===== src/rtl/tmr_vote_pkg.sv =====
`timescale 1ns/1ps
package tmr_vote_pkg;
    typedef enum logic [1:0] {
        ROUTE_VOTE = 2'b00,
        ROUTE_A    = 2'b01,
        ROUTE_B    = 2'b10,
        ROUTE_C    = 2'b11
    } route_e;

    localparam int NUM_COPIES = 3;
endpackage


===== src/rtl/tmr_vote_core.sv =====
`timescale 1ns/1ps
module tmr_vote_core #(
    parameter int DATA_W = 16
) (
    input  logic [DATA_W-1:0] cp_a,
    input  logic [DATA_W-1:0] cp_b,
    input  logic [DATA_W-1:0] cp_c,
    output logic [DATA_W-1:0] maj,
    output logic [DATA_W-1:0] odd_a,
    output logic [DATA_W-1:0] odd_b,
    output logic [DATA_W-1:0] odd_c
);
    // A copy is outvoted on a bit when the other two agree with each other and differ from it.
    always_comb begin
        maj   = (cp_a & cp_b) | (cp_a & cp_c) | (cp_b & cp_c);
        odd_a = (cp_a ^ cp_b) & ~(cp_b ^ cp_c);
        odd_b = (cp_b ^ cp_a) & ~(cp_a ^ cp_c);
        odd_c = (cp_c ^ cp_a) & ~(cp_a ^ cp_b);
    end
endmodule


===== src/rtl/tmr_route_fsm.sv =====
`timescale 1ns/1ps
module tmr_route_fsm
    import tmr_vote_pkg::*;
#(
    parameter int DATA_W = 16
) (
    input  logic              clk,
    input  logic              rst_n,
    input  logic [1:0]        strap_sel,
    input  logic [DATA_W-1:0] maj,
    input  logic [DATA_W-1:0] cp_a,
    input  logic [DATA_W-1:0] cp_b,
    input  logic [DATA_W-1:0] cp_c,
    output logic [DATA_W-1:0] data_out
);
    route_e state_q;
    route_e state_d;

    // Next state: the mode named by the strap pins, from any state.
    always_comb begin
        unique case (strap_sel)
            2'b01:   state_d = ROUTE_A;
            2'b10:   state_d = ROUTE_B;
            2'b11:   state_d = ROUTE_C;
            default: state_d = ROUTE_VOTE;
        endcase
    end

    // State register.
    always_ff @(posedge clk or negedge rst_n) begin
        if (!rst_n) begin
            state_q <= ROUTE_VOTE;
        end else begin
            state_q <= state_d;
        end
    end

    // Output process.
    always_comb begin
        unique case (state_q)
            ROUTE_A:    data_out = cp_a;
            ROUTE_B:    data_out = cp_b;
            ROUTE_C:    data_out = cp_c;
            ROUTE_VOTE: data_out = maj;
            default:    data_out = maj;
        endcase
    end
endmodule


===== src/rtl/tmr_err_track.sv =====
`timescale 1ns/1ps
module tmr_err_track #(
    parameter int DATA_W = 16,
    parameter int CNT_W  = 8
) (
    input  logic              clk,
    input  logic              rst_n,
    input  logic              rd_clr,
    input  logic [DATA_W-1:0] odd,
    output logic [DATA_W-1:0] flags_q,
    output logic [CNT_W-1:0]  cnt_q
);
    localparam logic [CNT_W-1:0] CNT_MAX = {CNT_W{1'b1}};
    localparam logic [CNT_W-1:0] CNT_ONE = {{(CNT_W-1){1'b0}}, 1'b1};

    logic hit;
    assign hit = |odd;

    // A new disagreement is OR-ed in after the clear, so setting wins.
    always_ff @(posedge clk or negedge rst_n) begin
        if (!rst_n) begin
            flags_q <= '0;
        end else if (rd_clr) begin
            flags_q <= odd;
        end else begin
            flags_q <= flags_q | odd;
        end
    end

    always_ff @(posedge clk or negedge rst_n) begin
        if (!rst_n) begin
            cnt_q <= '0;
        end else if (rd_clr) begin
            cnt_q <= hit ? CNT_ONE : '0;
        end else if (hit && (cnt_q != CNT_MAX)) begin
            cnt_q <= cnt_q + CNT_ONE;
        end
    end
endmodule


===== src/rtl/tmr_voter.sv =====
`timescale 1ns/1ps
module tmr_voter
    import tmr_vote_pkg::*;
#(
    parameter int DATA_W = 16,
    parameter int CNT_W  = 8
) (
    input  logic              clk,
    input  logic              rst_n,
    input  logic [DATA_W-1:0] in_a,
    input  logic [DATA_W-1:0] in_b,
    input  logic [DATA_W-1:0] in_c,
    input  logic [1:0]        strap_sel,
    input  logic              rd_clr,
    output logic [DATA_W-1:0] data_out,
    output logic [DATA_W-1:0] err_a,
    output logic [DATA_W-1:0] err_b,
    output logic [DATA_W-1:0] err_c,
    output logic [CNT_W-1:0]  cnt_a,
    output logic [CNT_W-1:0]  cnt_b,
    output logic [CNT_W-1:0]  cnt_c
);
    logic [DATA_W-1:0] maj;
    logic [NUM_COPIES-1:0][DATA_W-1:0] odd_arr;
    logic [NUM_COPIES-1:0][DATA_W-1:0] flag_arr;
    logic [NUM_COPIES-1:0][CNT_W-1:0]  cnt_arr;

    tmr_vote_core #(.DATA_W(DATA_W)) u_core (
        .cp_a  (in_a),
        .cp_b  (in_b),
        .cp_c  (in_c),
        .maj   (maj),
        .odd_a (odd_arr[0]),
        .odd_b (odd_arr[1]),
        .odd_c (odd_arr[2])
    );

    tmr_route_fsm #(.DATA_W(DATA_W)) u_route (
        .clk       (clk),
        .rst_n     (rst_n),
        .strap_sel (strap_sel),
        .maj       (maj),
        .cp_a      (in_a),
        .cp_b      (in_b),
        .cp_c      (in_c),
        .data_out  (data_out)
    );

    for (genvar gi = 0; gi < NUM_COPIES; gi++) begin : g_track
        tmr_err_track #(.DATA_W(DATA_W), .CNT_W(CNT_W)) u_trk (
            .clk     (clk),
            .rst_n   (rst_n),
            .rd_clr  (rd_clr),
            .odd     (odd_arr[gi]),
            .flags_q (flag_arr[gi]),
            .cnt_q   (cnt_arr[gi])
        );
    end

    assign err_a = flag_arr[0];
    assign err_b = flag_arr[1];
    assign err_c = flag_arr[2];
    assign cnt_a = cnt_arr[0];
    assign cnt_b = cnt_arr[1];
    assign cnt_c = cnt_arr[2];
endmodule


===== config.mk =====
export PLATFORM = sky130hd
export DESIGN_NAME = tmr_voter
export DESIGN_NICKNAME = d
export VERILOG_FILES = /design/src/rtl/tmr_vote_pkg.sv /design/src/rtl/tmr_vote_core.sv /design/src/rtl/tmr_route_fsm.sv /design/src/rtl/tmr_err_track.sv /design/src/rtl/tmr_voter.sv
export SDC_FILE = /design/constraint.sdc
export NUM_CORES = 1
export LEC_CHECK = 0
export ABC_AREA = 1
export BUFFER_PORTS_ARGS = -buffer_cell sky130_fd_sc_hd__buf_2
export CAP_MARGIN = 20
export CORE_ASPECT_RATIO = 1.2
export CORE_UTILIZATION = 50
export DETAILED_ROUTE_END_ITERATION = 10
export GPL_TIMING_DRIVEN = 0
export PLACE_DENSITY = 0.86
export SLEW_MARGIN = 20
export SYNTH_ARGS = -nofsm -noshare
export SYNTH_HDL_FRONTEND = slang
export SYNTH_SLANG_ARGS = --single-unit

===== constraint.sdc =====
create_clock -name clk -period 1.8 [get_ports clk]
set_input_delay 0.09 -clock clk [delete_from_list [all_inputs] [get_ports clk]]
set_output_delay 0.09 -clock clk [all_outputs]
set_load 0.01 [all_outputs]

Word level (Yosys, flattened, before mapping)
Cells that the tools add are included.

Mux-type cells: 14. Add/subtract/negate cells: 3. Reduce and logical (&&, ||, !) cells: 10. Equality and inequality tests: 9. Bitwise gates (word level): 17.

Operators with widths (count): $and A16 B16 Y16 (6); $or A16 B16 Y16 (5); $pmux W16 S4 (1); $mux W16 (3); $mux W8 (6); $not A16 Y16 (3); $reduce_or A16 Y1 (3); $xor A16 B16 Y16 (3); $add A8 B1 Y8 const B (3); $ne A8 B8 Y1 const B (3); $eq A2 B2 Y1 const B (4); $pmux W2 S3 (1); $reduce_bool A2 Y1 (3); $eq A2 B1 Y1 const B (2); $logic_and A1 B1 Y1 (3); $mux W1 (3); $logic_not A2 Y1 (1).

Logic and storage cells: 60. Flip-flop bits (word level): 74. Output and inout port bits: 88. Input port bits: 53.

Depth between registers and ports, before layout
Gate-level depths: netlist (run 1).

Depth in word-level cells: 7. Gate-level depth with buffers: 10. Mapped depth without buffers: 10.

Cells and area by module
Synthesis (run 1) repeated with hierarchy kept, for this count alone.

Cell total of the unflattened synthesis: 628. Area total of the unflattened synthesis: 4949.7 um^2.

Modules (own cells, without submodules): tmr_err_track (area each 1092.3 um^2, cells each 118, times used 3, seq. area each 600.6 um^2); tmr_vote_core (area each 1081.0 um^2, cells each 176, times used 1, seq. area each 0.0 um^2); tmr_route_fsm (area each 591.8 um^2, cells each 98, times used 1, seq. area each 50.0 um^2).

Worst setup path before layout (run 1)
Ideal clock, no wire load.

Path type: register -> register. Start point: register g_track[1].u_trk.cnt_q[0]. End point: register g_track[1].u_trk.cnt_q[2]. Data arrival time: 1.342 ns. Period minus slack after synthesis: 1.459 ns. Path buffers: 0. Path slack: 0.341 ns. Stages on the path, launching flop included: 9. Library setup time: 0.117 ns. Cells stage by stage: dfrtp_1 > ha_1 > nand2_1 > nor3_2 > nand3_1 > o21ai_4 > nand2_4 > nand2_1 > nand2_1.

Longest elaborated chain between the ends: 3. Elaborated cells between the ends (all ways): 6.

RTL lines: from (decl) (RTL line tmr_err_track.sv:11) `output logic [CNT_W-1:0] cnt_q`; from (signal assigned) (RTL line tmr_err_track.sv:34) `cnt_q <= hit ? CNT_ONE : '0;`; from (signal assigned) (RTL line tmr_err_track.sv:36) `cnt_q <= cnt_q + CNT_ONE;`; $add A8 B1 Y8 or $ne A8 B8 Y1 (tied branches) (RTL line tmr_err_track.sv:36, tmr_err_track.sv:35); $mux W8 or $logic_and A1 B1 Y1 (tied branches) (RTL line tmr_err_track.sv:35) `end else if (hit && (cnt_q != CNT_MAX)) begin`; $mux W8 or $reduce_bool A2 Y1 (tied branches).

Several ways; a longest one is shown, not always the timed one. The select of a mux whose other input is x is not followed. A chain may end at the register's enable or synchronous reset.

Worst setup path after layout (run 1)
Start point: register u_route.state_q[0]. End point: output port data_out[5].

Longest elaborated chain between the ends: 2. Elaborated cells between the ends (all ways): 5.

RTL lines: from (decl) (RTL line tmr_route_fsm.sv:16) `route_e state_q;`; from (signal assigned) (RTL line tmr_route_fsm.sv:34) `state_q <= state_d;`; $eq A2 B2 Y1 (tied with other cells) (RTL line tmr_route_fsm.sv:40) `unique case (state_q)`; $pmux W16 S4 (*) (RTL line tmr_route_fsm.sv:40); to (decl) (RTL line tmr_voter.sv:15) `output logic [DATA_W-1:0] data_out,`.

Every way passes the cells marked *; elsewhere a longest branch is shown, timed or not.

==> results of run 1 <==
cell usage in the layout, fill, tap and decap left out, types with 4 or more instances in the layout:
| cell type | n |
|---|---|
| buf_4 | 4 |
| o2111ai_1 | 14 |
| clkbuf_1 | 5 |
| dfrtp_1 | 73 |
| ha_1 | 51 |
| nand3_1 | 30 |
| nand2_1 | 282 |
| inv_1 | 61 |
| clkbuf_8 | 10 |
| xor2_1 | 7 |
| nor3_1 | 22 |
| buf_2 | 143 |
| o21ai_0 | 5 |
| xnor2_1 | 4 |
| nor2_1 | 36 |
power groups by stage:
stage,Sequential (mW),Combinational [mW],Clock [mW]
6_report,1.99,1.22,1.39
5_1_grt,2.01,1.39,1.49
4_1_cts,1.99,1.22,1.42
3_5_place_dp,2.02,1.20,0
3_3_place_gp,2.01,1.17,0
2_1_floorplan,2.10,0.578,0
kinds of logic (layout without fill, tap and decap cells):
logic type / count (synthesis) / after routing / share of synthesized area [%]
adders and majority gates: 51 / 51 / 13.5
DFF: 74 / 74 / 39.2
AOI/OAI and AO/OA: 27 / 27 / 4.89
xor gates and xnor gates: 11 / 11 / 2.04
buffers and inverters: 82 / 240 / 6.90
and+or+nand+nor: 386 / 386 / 33.5
area by class of cell:
| class | instances | area (um2) | share of cell area [%] |
|---|---|---|---|
| plain buffers | 16 | 101 | 1.72 |
| clock buffers | 10 | 128 | 2.16 |
| multi-input cells | 475 | 2580 | 43.7 |
| repair buffers | 144 | 761 | 12.9 |
| inverters | 65 | 248 | 4.20 |
| flip-flops and latches | 74 | 1850 | 31.4 |
| clock inverters | 5 | 80.1 | 1.36 |
| well taps | 120 | 150 | 2.54 |
worst min-delay path: cells and delay by family:
family | cells | cell delay (ns)
compound gates | 1 | 0.07
buf+inv | 1 | 0.17
simple gates | 2 | 0.10
per-layer routing:
layer  global-route usage (%)  share of wire (%)  wire length [um]
met3                     4.85                6.2               756
met4                     8.84                1.9               236
met1                     32.0                 43              5220
met5                        0                  0                 0
met2                     46.4                 49              5950
how the worst min path moves through the flow:
stage,from,endpoint,slack [ns],cells past startpoint
2_1_floorplan,rst_n,g_track[0].u_trk.cnt_q[0],-0.21,0
3_3_place_gp,strap_sel[1],u_route.state_q[1],0.19,1
3_5_place_dp,rst_n,g_track[2].u_trk.flags_q[14],0.1,1
4_1_cts,rd_clr,g_track[1].u_trk.cnt_q[5],0.10,4
5_1_grt,in_c[11],g_track[2].u_trk.flags_q[11],0.14,4
6_report,rd_clr,g_track[1].u_trk.cnt_q[5],0.12,4
sequential cells by signal, indices dropped and copies added (netlist names):
register	cells
g_track.u_trk.flags_q	48
g_track.u_trk.cnt_q	24
u_route.state_q	2
per-stage QoR:
step,power [mW],setup WS (ns)
after detailed placement,3.22,0.0739
after CTS,4.63,0.00452
after floorplan,2.68,0.341
after global placement,3.18,0.111
final,4.60,0.0877
after global routing,4.89,0.00851
what timing repair did:
action / in CTS / in global routing
endpoints found under the setup margin: 10 / 10
hold endpoints to repair: 39 / 0
resized for setup: 12 / 6
setup buffers: 3 / 0
hold buffers: 3 / 0
==> out/metrics.cfg, run 1 <==
[critical_path]
slowest_delay_ns = 0.45
startpoint = u_route.state_q[0]
crit_chain = inv_2 > nand2_2 > clkbuf_8 > o2111ai_2 > buf_2
path_buf_inv = 3
critPathMaxFanout = 10
worst_path_max_delay_cell = dfrtp_2
crit_path_end_kind = output port
startpoint_type = register
arrival_ns = 1.62
crit_type = register to output port
timing.rr.end = g_track[2].u_trk.cnt_q[3]
path_depth = 5
reg2reg_slack_ns = 0.17
reg2reg_from = g_track[2].u_trk.cnt_q[0]
cp.required_ns = 1.71
endpoint = data_out[5]
cp_top_family = buffers and inverters
rr_worst_depth = 8

[place]
dpl-instance-area_um2 = 5590
dp_hpwl_mm = 9.15
dp.cells = 889
port_buffers = 137
place_congestion = 0.842

[drt]
vias = 4588
ant_nets = 0
routedWlPerCell_um = 13.4
viasPerCell = 5.05
wirelength_mm = 12.2
first_iter_violations = 165
drc = 0
firstDrtPassIters = 5

[cts]
clkTransAtPathRegs_ns = 0.08
tritoncts = built
clockRootBuffer = clkbuf_8
cts_buffers = 9
insertion_delay_ns = 0.35
htree_num_levels = 3
cts_buffer_depth = 2
cts_num_sinks = 74

[power_and_ir_drop]
p_int_mw = 3.11
ir_worst_vdd_mv = 0.495
power_frac_comb_pct = 26.5
clkPwrFrac_pct = 30.2
p_sw_share_pct = 32.5
share_seq_of_total_power_pct = 43.3
p_per_area_nw_per_um2 = 780
power_leakage_nw = 3.49
switching_power_mw = 1.50

[logic_synthesis]
async_flop_share_pct = 100
ys_top_cells_by_count = nand2_1 (283), dfrtp_1 (74), inv_1 (64)
syn-instance-count = 631
synth_seq_cells = 74
synth-edff-count = 0
yosys.cell_count.top_type = nand2_1
synthTopCellsByArea = dfrtp_1 (39%), nand2_1 (22%), ha_1 (13%)
synth_seq_area_share_pct = 39.2
synth_area_um2 = 4730
synth_warnings = 0
syn_nets = 735
synth_top_flop_cell = dfrtp_1
yosysTopAreaCell = dfrtp_1
synth.avg_cell_area_um2 = 7.50
yosysTopAreaCellShare_pct = 39.2
yosysUniqueCellTypes = 26

[final_layout]
antenna_cells = 0
final_core_util_pct = 64.7
nFillCells = 832
final_cells = 909
area_delta_synth_final_pct = 24.8
drive_gt1_share_pct = 24.3
nNetsFinal = 889
stdcell_area_um2 = 5900

[die]
start_util_pct = 51.8
dieWidth_um = 90.8
rows = 38
die_area_um2 = 9850
core_area_um2 = 9130
pin_count = 141
die_y_um = 109

[global_routing]
first_global_vias = 4394
grt_antenna_before_repair = 0
grt_overflow = 0
grt_max_degree = 39
track_usage_pct = 26.1
grt_pass1_wl_mm = 20.2

[timing]
hold_violations = 0
whs_ns = 0.118
period_needed_ns = 1.71
tightest_slew_ns = 0.522
setup_violations = 0
skew_ns = 0.00469
setup_tns_ns = 0
rsz0062_at_grt = false
maxSlewViolCount = 0
fin_crit_sh_pct = 95.1
achievable-frequency_ghz = 0.584
relSlewSlack_pct = 65.2

[run_status]
status = completed

[flow_run]
max_cap_viol_count = 0

[worst_hold_path]
min_path_type = primary input to register

(Power assumes the default switching activity.)
==> run 2: changes to the inputs <==
Settings changed: ABC_AREA 1 to not set, GPL_TIMING_DRIVEN 0 to not set.
==> run 2 against run 1 <==
Compared with the run above:
- combinational power hardly changed
- worst setup slack worse by 0.016 ns
- maximum frequency is 0.95% lower
- synthesized cell count is 29% lower
- global-route usage is 1.5 points lower
- die area is 2.0% lower
- sequential power hardly changed
- via count is 12% lower
- routed wire length is 6.5% lower
- count of clock-buffer cells in the layout is 1 higher
- first-iteration DRC count is 7.9% lower
- critical endpoint is now data_out[13]
- largest power group unchanged
==> out/metrics.cfg, run 2 <==
[run_status]
status = completed  ; unchanged

[logic_synthesis]
synthTopCellsByArea = dfrtp_1 (40%), ha_1 (14%), mux4_2 (7.8%)  ; was dfrtp_1 (39%), nand2_1 (22%), ha_1 (13%)
yosysTopAreaCellShare_pct = 40.0  ; was 39.2%
synth-edff-count = 0  ; unchanged
synth_warnings = 0  ; unchanged
syn-instance-count = 447  ; was 631
ys_top_cells_by_count = dfrtp_1 (74), inv_1 (52), ha_1 (51)  ; was nand2_1 (283), dfrtp_1 (74), inv_1 (64)
yosys.cell_count.top_type = dfrtp_1  ; was nand2_1
synth_top_flop_cell = dfrtp_1  ; unchanged
synth_seq_area_share_pct = 40.0  ; was 39.2%
yosysTopAreaCell = dfrtp_1  ; unchanged
syn_nets = 551  ; was 735
yosysUniqueCellTypes = 43  ; was 26
synth.avg_cell_area_um2 = 10.4  ; was 7.50 um2
synth_area_um2 = 4630  ; was 4730 um2
synth_seq_cells = 74  ; unchanged
async_flop_share_pct = 100  ; unchanged

[critical_path]
crit_chain = buf_12 > mux4_2 > buf_2  ; was inv_2 > nand2_2 > clkbuf_8 > o2111ai_2 > buf_2
rr_worst_depth = 5  ; was 8
arrival_ns = 1.64  ; was 1.62 ns
critPathMaxFanout = 16  ; was 10
slowest_delay_ns = 0.55  ; was 0.45 ns
startpoint_type = register  ; unchanged
timing.rr.end = g_track[0].u_trk.cnt_q[3]  ; was g_track[2].u_trk.cnt_q[3]
startpoint = u_route.state_q[0]  ; unchanged
crit_type = register to output port  ; unchanged
reg2reg_slack_ns = 0.10  ; was 0.17 ns
reg2reg_from = g_track[0].u_trk.cnt_q[1]  ; was g_track[2].u_trk.cnt_q[0]
endpoint = data_out[13]  ; was data_out[5]
crit_path_end_kind = output port  ; unchanged
cp.required_ns = 1.71  ; about the same
worst_path_max_delay_cell = mux4_2  ; was dfrtp_2

[die]
pin_count = 141  ; unchanged
start_util_pct = 51.3  ; was 51.8%
rows = 38  ; unchanged
die_y_um = 107  ; was 109 um
dieWidth_um = 89.9  ; was 90.8 um
core_area_um2 = 9030  ; was 9130 um2
die_area_um2 = 9660  ; was 9850 um2

[drt]
ant_nets = 0  ; unchanged
wirelength_mm = 11.4  ; was 12.2 mm
firstDrtPassIters = 4  ; was 5
vias = 4016  ; was 4588
first_iter_violations = 152  ; was 165
drc = 0  ; unchanged
routedWlPerCell_um = 15.6  ; was 13.4 um
viasPerCell = 5.52  ; was 5.05

[cts]
cts_buffers = 9  ; unchanged
cts_num_sinks = 74  ; unchanged
cts_buffer_depth = 2  ; unchanged
insertion_delay_ns = 0.34  ; was 0.35 ns
clkTransAtPathRegs_ns = 0.07  ; was 0.08 ns
tritoncts = built  ; unchanged
htree_num_levels = 3  ; unchanged
clockRootBuffer = clkbuf_8  ; unchanged

[global_routing]
grt_max_degree = 39  ; unchanged
grt_antenna_before_repair = 0  ; unchanged
first_global_vias = 4015  ; was 4394
track_usage_pct = 24.6  ; was 26.1%
grt_overflow = 0  ; unchanged
grt_pass1_wl_mm = 18.6  ; was 20.2 mm

[place]
dp_hpwl_mm = 8.88  ; was 9.15 mm
dpl-instance-area_um2 = 5590  ; about the same
port_buffers = 140  ; was 137
place_congestion = 0.866  ; was 0.842

[final_layout]
nNetsFinal = 710  ; was 889
layout_common_cells = buf_2 (139), dfrtp_1 (74), inv_1 (52)  ; was nand2_1 (282), buf_2 (143), dfrtp_1 (73)
stdcell_area_um2 = 5770  ; was 5900 um2
area_delta_synth_final_pct = 24.6  ; was 24.8%
reg_top3 = g_track.u_trk.flags_q: 48 flops, g_track.u_trk.cnt_q: 24 flops, u_route.state_q: 2 flops  ; unchanged
layout_commonest_cell = buf_2  ; was nand2_1
antenna_cells = 0  ; unchanged
largest_register_ffs = 48  ; unchanged
regMostFlops = g_track.u_trk.flags_q  ; unchanged
drive_gt1_share_pct = 33.4  ; was 24.3%

[timing]
achievable-frequency_ghz = 0.578  ; was 0.584 GHz
whs_ns = 0.159  ; was 0.118 ns
hold_violations = 0  ; unchanged
tightest_slew_ns = 0.509  ; was 0.522 ns
rsz0062_at_grt = false  ; unchanged
skew_ns = 0.00473  ; was 0.00469 ns
period_needed_ns = 1.73  ; was 1.71 ns
fin_crit_sh_pct = 96.0  ; was 95.1%
setup_violations = 0  ; unchanged
maxSlewViolCount = 0  ; unchanged
setup_tns_ns = 0  ; unchanged
relSlewSlack_pct = 65.8  ; was 65.2%

[power_and_ir_drop]
p_per_area_nw_per_um2 = 745  ; was 780 nW/um2
p_int_mw = 2.92  ; was 3.11 mW
p_sw_share_pct = 32.1  ; was 32.5%
power_leakage_nw = 2.95  ; was 3.49 nW
clkPwrFrac_pct = 24.8  ; was 30.2%
p_total_mw = 4.30  ; was 4.60 mW
ir_worst_vdd_mv = 0.380  ; was 0.495 mV
switching_power_mw = 1.38  ; was 1.50 mW
power_frac_comb_pct = 28.8  ; was 26.5%
share_seq_of_total_power_pct = 46.4  ; was 43.3%

[flow_run]
max_cap_viol_count = 0  ; unchanged

[worst_hold_path]
min_path_type = primary input to register  ; unchanged

## run 2: cells by family (layout without fill, tap and decap cells)
| logic type | count (synthesis) | after routing | share of synthesized area, % |
|---|---|---|---|
| AO/OA/AOI/OAI | 82 | 82 | 10.4 |
| adder cells (fa/ha/maj) | 51 | 51 | 13.8 |
| buffers and inverters | 70 | 230 | 6.16 |
| flip-flops | 74 | 74 | 40.0 |
| multiplexers | 23 | 23 | 9.56 |
| AND/OR/NAND/NOR | 147 | 147 | 20.2 |
## run 2: final cells by class
class                      count  area (um2)
clock buffer                  11         141
clock inverter                 1        5.00
fill                         790        3260
inverter                      53         199
multi-input combinational    303        2500
sequential                    74        1850
tap                          120         150
timing repair buffer         165         923
## run 2: worst min path at each step
stage / start / slack [ns] / endpoint / depth (start not counted)
after floorplan: rst_n / -0.21 / g_track[0].u_trk.cnt_q[0] / 0
after global placement: rst_n / 0.08 / g_track[0].u_trk.cnt_q[7] / 1
after detailed placement: rst_n / 0.1 / g_track[0].u_trk.cnt_q[7] / 1
after CTS: in_c[2] / 0.15 / g_track[2].u_trk.flags_q[2] / 4
after global routing: rd_clr / 0.20 / g_track[1].u_trk.cnt_q[7] / 2
final: in_c[2] / 0.16 / g_track[2].u_trk.flags_q[2] / 4
## run 2: power by group through the flow
stage / logic (mW) / clock network, mW / registers [mW]
6_report: 1.24 / 1.06 / 2.00
5_1_grt: 1.38 / 1.16 / 2.02
4_1_cts: 1.25 / 1.10 / 1.99
3_5_place_dp: 1.24 / 0 / 2.02
3_3_place_gp: 1.19 / 0 / 2.01
2_1_floorplan: 0.572 / 0 / 2.10
## run 2: through the flow
step / utilization, % / instances / worst slack, ns
global route: 63.9 / 727 / 0.00163
finish: 63.9 / 727 / 0.0713
detailed placement: 61.9 / 712 / -0.0967
floorplan: - / 447 / 0.0977
CTS: 63.8 / 727 / 0.0491
global placement: 61.9 / 712 / -0.0671
## run 2: metal layers
metal | wire length, um | track usage [%] | vias up
li1 | - | - | 1917
met1 | 4610 | 28.5 | 1950
met2 | 5800 | 43.2 | 117
met3 | 577 | 4.73 | 32
met4 | 382 | 13.2 | 0
met5 | 0 | 0 | -
## run 2: what timing repair did
item | 4_1_cts | 5_1_grt
endpoints found under the hold margin | 37 | 0
hold buffers | 3 | 0
setup buffers | 0 | 0
setup endpoints to repair | 0 | 2
gates resized for setup | 0 | 2
## run 2: worst max-delay path, delay by kind of cell, from the launching register on
family	cells	cell delay [ns]
flip-flops	1	0.37
buffers and inverters	2	0.36
multiplexers	1	0.55
